File: src/rtl/ivc_pkg.sv
`timescale 1ns/1ps
package ivc_pkg;

    typedef enum logic [2:0] {
        ST_IDLE,
        ST_ASK,
        ST_FETCH,
        ST_ISSUE,
        ST_FAULT
    } ivc_state_e;

endpackage

File: src/rtl/ivc_arbiter.sv
`timescale 1ns/1ps
// Fixed-priority pick: lowest-numbered asserted line wins; reports its level.
module ivc_arbiter #(
    parameter int N_SRC = 8,
    parameter int IDX_W = 3,
    parameter int LVL_W = 4
) (
    input  logic [N_SRC-1:0] req,
    output logic             any,
    output logic [IDX_W-1:0] idx,
    output logic [LVL_W-1:0] lvl
);

    always_comb begin
        any = 1'b0;
        idx = '0;
        for (int i = N_SRC - 1; i >= 0; i--) begin
            if (req[i]) begin
                any = 1'b1;
                idx = IDX_W'(i);
            end
        end
        lvl = any ? LVL_W'(N_SRC - int'(idx)) : '0;
    end

endmodule

File: src/rtl/ivc_nmi_catch.sv
`timescale 1ns/1ps
// Captures each rising edge of the non-maskable line until it is taken.
module ivc_nmi_catch (
    input  logic clk,
    input  logic rst_n,
    input  logic nmi_in,
    input  logic take,
    output logic pending
);

    logic nmi_prev;

    always_ff @(posedge clk or negedge rst_n) begin
        if (!rst_n) begin
            nmi_prev <= 1'b0;
            pending  <= 1'b0;
        end else begin
            nmi_prev <= nmi_in;
            pending  <= (nmi_in & ~nmi_prev) | (pending & ~take);
        end
    end

endmodule

File: src/rtl/ivc_level_stack.sv
`timescale 1ns/1ps
// In-service level stack; a pop in the same cycle as a push is applied first.
module ivc_level_stack #(
    parameter int DEPTH = 8,
    parameter int LVL_W = 4
) (
    input  logic             clk,
    input  logic             rst_n,
    input  logic             push,
    input  logic [LVL_W-1:0] push_lvl,
    input  logic             pop,
    output logic [LVL_W-1:0] top_lvl,
    output logic             ovf
);

    localparam int CNT_W = $clog2(DEPTH + 1);
    localparam int PTR_W = (DEPTH > 1) ? $clog2(DEPTH) : 1;

    logic [LVL_W-1:0] mem [DEPTH];
    logic [CNT_W-1:0] cnt;
    logic [CNT_W-1:0] cnt_after_pop;
    logic [CNT_W-1:0] cnt_top;
    logic             full_after_pop;

    always_comb begin
        cnt_after_pop  = (pop && cnt != '0) ? cnt - CNT_W'(1) : cnt;
        full_after_pop = (cnt_after_pop == CNT_W'(DEPTH));
        cnt_top        = cnt - CNT_W'(1);
        top_lvl        = (cnt == '0) ? '0 : mem[cnt_top[PTR_W-1:0]];
    end

    always_ff @(posedge clk or negedge rst_n) begin
        if (!rst_n) begin
            cnt <= '0;
            ovf <= 1'b0;
        end else if (push) begin
            if (full_after_pop) begin
                cnt <= cnt_after_pop;
                ovf <= 1'b1;
            end else begin
                cnt <= cnt_after_pop + CNT_W'(1);
            end
        end else begin
            cnt <= cnt_after_pop;
        end
    end

    always_ff @(posedge clk) begin
        if (push && !full_after_pop) begin
            mem[cnt_after_pop[PTR_W-1:0]] <= push_lvl;
        end
    end

endmodule

File: src/rtl/irq_vector_ctrl.sv
`timescale 1ns/1ps
// Prioritized vectored interrupt controller with nesting and vector timeout.
module irq_vector_ctrl
    import ivc_pkg::*;
#(
    parameter int          N_SRC       = 8,
    parameter int          VEC_W       = 8,
    parameter int          VEC_TIMEOUT = 16,
    parameter int          STACK_DEPTH = 8,
    parameter int unsigned NMI_VECTOR  = 255
) (
    input  logic                          clk,
    input  logic                          rst_n,
    input  logic [N_SRC-1:0]              dev_req,
    input  logic                          nmi_req,
    input  logic                          cpu_ack,
    input  logic                          dev_vec_valid,
    input  logic [VEC_W-1:0]              dev_vec,
    input  logic                          eoi,
    output logic                          cpu_irq,
    output logic [N_SRC-1:0]              dev_grant,
    output logic                          vec_valid,
    output logic [VEC_W-1:0]              vec_out,
    output logic                          bus_err,
    output logic [$clog2(N_SRC+2)-1:0]    cur_level,
    output logic                          stack_ovf
);

    localparam int LVL_W = $clog2(N_SRC + 2);
    localparam int IDX_W = (N_SRC > 1) ? $clog2(N_SRC) : 1;
    localparam int TMR_W = (VEC_TIMEOUT > 1) ? $clog2(VEC_TIMEOUT) : 1;
    localparam logic [LVL_W-1:0] NMI_LVL  = LVL_W'(N_SRC + 1);
    localparam logic [TMR_W-1:0] TMR_LAST = TMR_W'(VEC_TIMEOUT - 1);
    localparam logic [VEC_W-1:0] NMI_VEC  = VEC_W'(NMI_VECTOR);

    ivc_state_e       state, state_nx;
    logic             arb_any;
    logic [IDX_W-1:0] arb_idx;
    logic [LVL_W-1:0] arb_lvl;
    logic             nmi_pend;
    logic             nmi_take;
    logic             cand;
    logic             push;
    logic [LVL_W-1:0] push_lvl;
    logic             grant_en;
    logic [IDX_W-1:0] gnt_idx;
    logic [LVL_W-1:0] gnt_lvl;
    logic [TMR_W-1:0] tmr;
    logic [VEC_W-1:0] vec_q;

    ivc_arbiter #(
        .N_SRC (N_SRC),
        .IDX_W (IDX_W),
        .LVL_W (LVL_W)
    ) u_arb (
        .req (dev_req),
        .any (arb_any),
        .idx (arb_idx),
        .lvl (arb_lvl)
    );

    ivc_nmi_catch u_nmi (
        .clk     (clk),
        .rst_n   (rst_n),
        .nmi_in  (nmi_req),
        .take    (nmi_take),
        .pending (nmi_pend)
    );

    ivc_level_stack #(
        .DEPTH (STACK_DEPTH),
        .LVL_W (LVL_W)
    ) u_stack (
        .clk      (clk),
        .rst_n    (rst_n),
        .push     (push),
        .push_lvl (push_lvl),
        .pop      (eoi),
        .top_lvl  (cur_level),
        .ovf      (stack_ovf)
    );

    // Arbitrate first, then compare the single winner with the running level.
    assign cand = nmi_pend || (arb_any && (arb_lvl > cur_level));

    // Stack push and NMI consumption.
    always_comb begin
        nmi_take = (state == ST_ASK) && cpu_ack && nmi_pend;
        push     = nmi_take || ((state == ST_FETCH) && dev_vec_valid);
        push_lvl = (state == ST_ASK) ? NMI_LVL : gnt_lvl;
    end

    // Next-state logic.
    always_comb begin
        state_nx = state;
        unique case (state)
            ST_IDLE: begin
                if (cand) state_nx = ST_ASK;
            end
            ST_ASK: begin
                if (!cand)         state_nx = ST_IDLE;
                else if (cpu_ack)  state_nx = nmi_pend ? ST_ISSUE : ST_FETCH;
            end
            ST_FETCH: begin
                if (dev_vec_valid)        state_nx = ST_ISSUE;
                else if (tmr == TMR_LAST) state_nx = ST_FAULT;
            end
            ST_ISSUE: state_nx = ST_IDLE;
            ST_FAULT: state_nx = ST_IDLE;
            default:  state_nx = ST_IDLE;
        endcase
    end

    // State register.
    always_ff @(posedge clk or negedge rst_n) begin
        if (!rst_n) state <= ST_IDLE;
        else        state <= state_nx;
    end

    // Captured grant, timer and vector.
    always_ff @(posedge clk or negedge rst_n) begin
        if (!rst_n) begin
            gnt_idx <= '0;
            gnt_lvl <= '0;
            tmr     <= '0;
            vec_q   <= '0;
        end else begin
            if ((state == ST_ASK) && cpu_ack && cand && !nmi_pend) begin
                gnt_idx <= arb_idx;
                gnt_lvl <= arb_lvl;
            end
            if (state == ST_ASK)        tmr <= '0;
            else if (state == ST_FETCH) tmr <= tmr + TMR_W'(1);
            if (nmi_take)                                    vec_q <= NMI_VEC;
            else if ((state == ST_FETCH) && dev_vec_valid)   vec_q <= dev_vec;
        end
    end

    // Outputs decoded from the state.
    always_comb begin
        cpu_irq   = 1'b0;
        grant_en  = 1'b0;
        vec_valid = 1'b0;
        bus_err   = 1'b0;
        unique case (state)
            ST_IDLE:  ;
            ST_ASK:   cpu_irq   = 1'b1;
            ST_FETCH: grant_en  = 1'b1;
            ST_ISSUE: vec_valid = 1'b1;
            ST_FAULT: bus_err   = 1'b1;
            default:  ;
        endcase
    end

    assign vec_out = vec_q;

    for (genvar g = 0; g < N_SRC; g++) begin : g_grant
        assign dev_grant[g] = grant_en && (gnt_idx == IDX_W'(g));
    end

endmodule

File: config.mk
export PLATFORM = sky130hd
export DESIGN_NAME = irq_vector_ctrl
export DESIGN_NICKNAME = d
export VERILOG_FILES = /design/src/rtl/ivc_pkg.sv /design/src/rtl/ivc_arbiter.sv /design/src/rtl/ivc_nmi_catch.sv /design/src/rtl/ivc_level_stack.sv /design/src/rtl/irq_vector_ctrl.sv
export SDC_FILE = /design/constraint.sdc
export NUM_CORES = 1
export LEC_CHECK = 0
export BUFFER_PORTS_ARGS = -buffer_cell sky130_fd_sc_hd__buf_2
export CORE_ASPECT_RATIO = 1.4
export CORE_MARGIN = 3
export CORE_UTILIZATION = 50
export DETAILED_ROUTE_END_ITERATION = 12
export PLACE_DENSITY = 0.71
export SYNTH_ARGS = -nofsm -noshare
export SYNTH_HDL_FRONTEND = slang
export SYNTH_HIERARCHICAL = 1
export SYNTH_SLANG_ARGS = --single-unit
File: constraint.sdc
create_clock -name clk -period 7.05 [get_ports clk]
set_clock_uncertainty 0.05 [all_clocks]
set_input_delay 1.41 -clock clk [delete_from_list [all_inputs] [get_ports clk]]
set_output_delay 1.41 -clock clk [all_outputs]
set_load 0.02 [all_outputs]
# ---- Yosys cells after proc, flatten, opt, wreduce, memory -nomap -nowiden
# Memories as Yosys holds them, arrays and structs flattened.
# Cells that the tools add are included.
dict set report word_totals {
  in_bits 22
  ff_bits 29
  romBits 0
  ramBits 32
  n_memories 1
  word_cells 103
  output_inout_bits 24
  latch_bits 0
}
# name depth word_bits rd rd_clocked_by_memory_dff wr line
set memory_table {}
lappend memory_table {u_stack.mem 8 4 1 0 1 ivc_level_stack.sv:19} ;# logic [LVL_W-1:0] mem [DEPTH];
dict set report classes {
  muxes 39
  eq_ne 16
  addsub 4
  multipliers 0
  n_reduce_logical 28
  shift 0
  n_lt_le_gt_ge 1
  n_div 0
  n_bitwise 5
}
# operator count
set ops {}
lappend ops {{$mux 3} 13}
lappend ops {{$mux 4} 8}
lappend ops {{$logic_and 1x1->1} 16}
lappend ops {{$mux 8} 2}
lappend ops {{$eq 3x3->1 const B} 5}
lappend ops {{$mux 1} 15}
lappend ops {{$eq 3x2->1 const B} 4}
lappend ops {{$pmux 3 s3} 1}
lappend ops {{$add 4x1->4 const B} 2}
lappend ops {{$eq 4x4->1 const B} 2}
lappend ops {{$eq 3x1->1 const B} 2}
lappend ops {{$logic_not 3->1} 2}
lappend ops {{$ne 3x3->1 const B} 2}
lappend ops {{$gt 4x4->1} 1}
lappend ops {{$logic_not 4->1} 1}
lappend ops {{$reduce_bool 2->1} 2}
lappend ops {{$reduce_bool 4->1} 1}
lappend ops {{$sub 4x1->4 const B} 1}
lappend ops {{$sub 4x3->4 const A} 1}
lappend ops {{$reduce_and 3->1} 1}
lappend ops {{$and 1x1->1} 2}
lappend ops {{$logic_not 1->1} 2}
lappend ops {{$logic_or 1x1->1} 2}
lappend ops {{$ne 2x2->1 const B} 1}
lappend ops {{3 further kinds} 4}

# ---- Logic depth before layout (Yosys ltp)
dict set report depth {
  word_depth 15
  ltp_mapped 14
  depth_no_buf 11
}

# ---- Modules after synthesis
# The synthesis kept the hierarchy.
# mod area_per_inst_um2 cells_per_inst seq_area_each_um2 n_inst
set modules_own_cells {}
lappend modules_own_cells {ivc_level_stack 1799.2 125 1086.0 1}
lappend modules_own_cells {irq_vector_ctrl 1161.1 122 550.5 1}
lappend modules_own_cells {ivc_arbiter 170.2 21 0.0 1}
lappend modules_own_cells {ivc_nmi_catch 70.1 5 50.0 1}

# ---- Least setup slack after synthesis
# OpenSTA, ideal clock, no wires.
dict set report synth_timing {
  kind {in2reg}
  startpoint {input port dev_req[3]}
  endpoint {register gnt_idx[0]}
  arrival_time_ns 3.640
  setup_ns 0.125
  setup_slack_ns 3.235
  stages 8
  path_buffers 0
  required_time_ns 6.875
  path_cell_list {or4_4 -> nand2b_4 -> and2_4 -> ha_1 -> nor2b_1 -> o211ai_1 -> a2111oi_4 -> mux2_2}
}
dict set report synth_between {
  word_cells_on_any_way 15
  classes_between {add/sub: 1; order compare: 1; mux: 9; reduce/logical: 4}
}
# item line
set synth_lines {}
lappend synth_lines {{from (decl)} irq_vector_ctrl.sv:14} ;# input logic [N_SRC-1:0] dev_req,
lappend synth_lines {{$mux 1 (4 in a row)} ivc_arbiter.sv:18} ;# if (req[i]) begin
lappend synth_lines {{via arb_any} irq_vector_ctrl.sv:37} ;# logic arb_any;
lappend synth_lines {{$mux 4} ivc_arbiter.sv:23} ;# lvl = any ? LVL_W'(N_SRC - int'(idx)) : '0;
lappend synth_lines {{via arb_lvl[1]} irq_vector_ctrl.sv:39} ;# logic [LVL_W-1:0] arb_lvl;
lappend synth_lines {{$gt 4x4->1} irq_vector_ctrl.sv:84} ;# assign cand = nmi_pend || (arb_any && (arb_lvl > cur_level));
lappend synth_lines {{$logic_and 1x1->1} irq_vector_ctrl.sv:84}
lappend synth_lines {{$logic_or 1x1->1} irq_vector_ctrl.sv:84}
lappend synth_lines {{$logic_and 1x1->1 (2 in a row)} irq_vector_ctrl.sv:128} ;# if ((state == ST_ASK) && cpu_ack && cand && !nmi_pend) begin
lappend synth_lines {{to (signal assigned)} irq_vector_ctrl.sv:129} ;# gnt_idx <= arb_idx;
lappend synth_lines {{to (decl)} irq_vector_ctrl.sv:46} ;# logic [IDX_W-1:0] gnt_idx;
# The timed path passes the listed nets, and every way through them passes these cells.
# A chain may end at the register's enable or synchronous reset.

# ---- Worst setup path in the final report
dict set report layout_timing {
  startpoint {register u_stack.cnt[0]}
  endpoint {output port cur_level[0]}
}
dict set report layout_between {
  elab_chain_len 3
  word_cells_on_any_way 4
  classes_between {add/sub: 1; mux: 1; reduce/logical: 1; memory: 1}
}
# item line
set layout_rtl {}
lappend layout_rtl {{from (decl)} ivc_level_stack.sv:20} ;# logic [CNT_W-1:0] cnt;
lappend layout_rtl {{from (signal assigned)} ivc_level_stack.sv:38} ;# cnt <= cnt_after_pop;
lappend layout_rtl {{from (signal assigned)} ivc_level_stack.sv:41} ;# cnt <= cnt_after_pop + CNT_W'(1);
lappend layout_rtl {{from (signal assigned)} ivc_level_stack.sv:44} ;# cnt <= cnt_after_pop;
lappend layout_rtl {{$sub 4x1->4} --}
lappend layout_rtl {{$mem_v2 8x4} --}
lappend layout_rtl {{$mux 4 (*)} ivc_level_stack.sv:29} ;# top_lvl = (cnt == '0) ? '0 : mem[cnt_top[PTR_W-1:0]];
lappend layout_rtl {{to (decl)} irq_vector_ctrl.sv:25} ;# output logic [$clog2(N_SRC+2)-1:0] cur_level,
# Mark *: on every way between the ends. The rest lies on a longest branch, timed or not.

==> summary.md <==
| Metric | Value |
|---|---|
| Worst R2R Path Depth | `11` |
| Syn avg cell area | `11.7 sq um` |
| Post-route ant nets | `0` |
| Peak Freq | `230 MHz` |
| Crit path buffers/inverters | `2` |
| Type of origin of the critical path | `register` |
| Clk slew on worst S/H paths | `0.07 ns` |
| Post-synth top area cell | `edfxtp_1` |
| Global-route wire length before repair | `10800 um` |
| Gr ovfl total | `0` |
| Synth cell types | `56` |
| Placement Rows | `33` |
| Worst path depth | `6` |
| 1st-iter DRT viols | `105` |
| Arr. time, crit path | `2.89 ns` |
| Crit share post-route | `0.617` |
| Post-synth EDFFs | `32` |
| Seq/Total Area, Yosys | `0.527` |
| Most used DFF post-synth | `edfxtp_1` |
| CP max stage delay | `0.88 ns` |
| Measured slew at the worst slew-check pin | `0.814 ns` |
| # resized after CTS | `0` |
| Critical path peak fanout | `19` |
| Post-synthesis register bit count | `61` |
| CTS root buffer | `clkbuf_8` |
| First-pass DRT Iterations | `4` |
| Fill count | `507` |
| Vias in the first global route | `2313` |
| Delay-heaviest family, CP | `flip-flops` |
| Share of cells above drive strength 1 | `0.316` |
| Critical-path top delay cell | `dfrtp_1` |
| Share of the synthesized area in the top cell type | `0.300` |
| Reg2reg setup slack | `2.97 ns` |
| H-tree depth | `3` |
| Initial core utilization | `0.531` |
| Initial antenna violation count | `0` |
| Fin. max-slew vios | `0` |
| Crit path kind | `register to output pin` |
| Slew margin rel. | `0.457` |
| RSZ-0062 raised after global routing | `false` |
| Setup TNS Final | `0 ns` |
| CP Cell Sequence | `inv_1 > ha_1 > mux4_2 > o21ai_0 > nand2_1 > buf_2` |
| Post-Synthesis Cells | `273` |
| Pre-CTS setup slack | `2.84 ns` |
| Hold buffers post-CTS | `0` |
| Pleak | `1.53 nW` |
| Most common cell after layout, fill and taps aside | `buf_2` |
| Largest net degree at the start of global routing | `30` |
| YS warnings | `6` |
| Buffers added on ports | `45` |
| Routed wire per std cell | `16.1 um` |
| Num CTS Buffers | `9` |
| Asr flop ratio synth | `0.475` |
| Antenna cell count | `0` |
| Post-CTS setup buffer count | `0` |
| Clock Sink Count | `61` |
| Hold path depth | `1` |
| Req. time, crit path | `5.59 ns` |
| Final Hold Vio Count | `0` |
| Mapped cell area | `0.00320 sq mm` |
| Via count | `2203` |
| Area contributors post-synth | `edfxtp_1, dfrtp_1, mux4_2` |
| Nets | `347` |
| Status | `completed` |
| Setup Viol. Count Final | `0` |
| Post-Route WL | `6340 um` |
| All-Layer GR Usage | `0.195` |
| Clk_lat worst skew | `0.34 ns` |
| Core Box Area | `0.00603 sq mm` |
| Commonest cells after routing, fill and taps aside | `buf_2, nand2_1, edfxtp_1, dfrtp_1, o21ai_0` |
| CTS tree | `yes` |
| # DRC | `0` |
| GP Congestion | `0.756` |
| Max-cap violations | `0` |
| Peak VDD IR | `223 uV` |
| Post-Syn Nets | `302` |
| Layout area overhead | `13.4%` |
| Tmin final | `4.35 ns` |
| Die extent in y | `101 um` |
| Pwr Density | `441 mW/mm^2` |
| Chip Width | `73.6 um` |
| Die area | `0.00741 sq mm` |
| DR vias/cell | `5.61` |
| Final setup margin | `2.70 ns` |
| Post-DP HPWL | `4770 um` |
| CP endpoint kind | `output pin` |
| Clk buf depth | `2` |
| HP Class | `register to register` |
| Top-Level Pins | `46` |
metrics by stage:
stage / hold slack, ns / power [mW] / cell area [sq um] / cells / util
floorplan: 0.376 / 1.15 / 3200 / 273 / -
global placement: 0.377 / 1.32 / 3450 / 377 / 0.573
detailed placement: 0.386 / 1.34 / 3450 / 377 / 0.573
CTS: 0.397 / 1.62 / 3630 / 393 / 0.602
global route: 0.399 / 1.73 / 3630 / 393 / 0.602
finish: 0.395 / 1.60 / 3630 / 393 / 0.602
synth_stat cells, types with 2 or more instances:
| master | number |
|---|---|
| a211oi_4 | 2 |
| a21oi_1 | 9 |
| and3_1 | 3 |
| and3b_1 | 3 |
| buf_2 | 5 |
| clkbuf_1 | 4 |
| dfrtp_1 | 29 |
| edfxtp_1 | 32 |
| ha_1 | 7 |
| inv_1 | 15 |
| mux2_2 | 10 |
| mux4_2 | 8 |
| nand2_1 | 35 |
| nand2b_1 | 4 |
| nand3_1 | 11 |
| nand4_1 | 5 |
| nor2_1 | 14 |
| nor2_2 | 2 |
| nor2b_1 | 8 |
| nor3_1 | 6 |
| nor3b_1 | 2 |
| o211ai_1 | 2 |
| o21ai_0 | 16 |
| o31a_2 | 3 |
| o31ai_1 | 2 |
| or2_2 | 3 |
| xnor2_1 | 4 |
cells by family after synthesis:
| group | count (synthesis) | share of synthesized area |
|---|---|---|
| simple gates | 111 | 0.199 |
| flops | 61 | 0.527 |
| compound gates | 45 | 0.105 |
| buf+inv | 26 | 0.0360 |
| mux | 19 | 0.0946 |
| fa+ha+maj | 7 | 0.0274 |
| xor+xnor | 4 | 0.0109 |
registers in the layout, indices dropped and copies added, names as in the netlist:
name and cells:
gnt_idx 3, gnt_lvl 4, u_nmi/pending 1, u_stack/ovf 1, tmr 4, u_stack/cnt 4, state 3, vec_out 8
u_stack/mem 32, u_nmi/nmi_prev 1
report_power, final:
part,internal [mW],total [mW],switching [mW],leakage [nW]
registers,0.494,0.585,0.0906,0.641
logic,0.308,0.745,0.436,0.808
clock network,0.128,0.270,0.141,0.0856
total,0.931,1.60,0.669,1.53
worst reg2reg max path, cell delays in order, from the launching register on:
cell	delay [ns]
dfrtp_1	0.88
inv_1	0.14
ha_1	0.73
mux4_2	0.32
o21ai_0	0.09
nand2_1	0.13
inv_1	0.05
ha_1	0.28
nor2b_1	0.16
o211ai_1	0.17
a2111oi_4	0.58
mux2_2	0.40
area by class of cell:
cell class / count / area (sq um) / area share
Inverter: 15 / 56.3 / 0.0155
Sequential cell: 61 / 1690 / 0.465
Tap cell: 70 / 87.6 / 0.0241
Clock buffer: 9 / 124 / 0.0341
Timing Repair Buffer: 45 / 225 / 0.0620
Clock inverter: 7 / 51.3 / 0.0141
Multi-Input combinational cell: 186 / 1400 / 0.385
routing by layer:
layer  track usage  wire length [um]  vias to the layer above
met3        0.0539               206                        9
met4        0.0767                91                        0
li1              -                 -                     1084
met1         0.221              2540                     1067
met2         0.339              3500                       43
met5             0                 0                        -
final timing paths:
kind / from / end
max in group asynchronous: rst_n / gnt_idx[0]
hold / removal: u_nmi/nmi_prev / u_nmi/pending
setup / recovery: u_stack/cnt[0] / cur_level[0]
setup reg to reg: u_stack/cnt[0] / gnt_lvl[3]
min in group asynchronous: rst_n / u_stack/cnt[3]
hold reg to reg: u_nmi/nmi_prev / u_nmi/pending
Power figures use the tool's default switching activity.
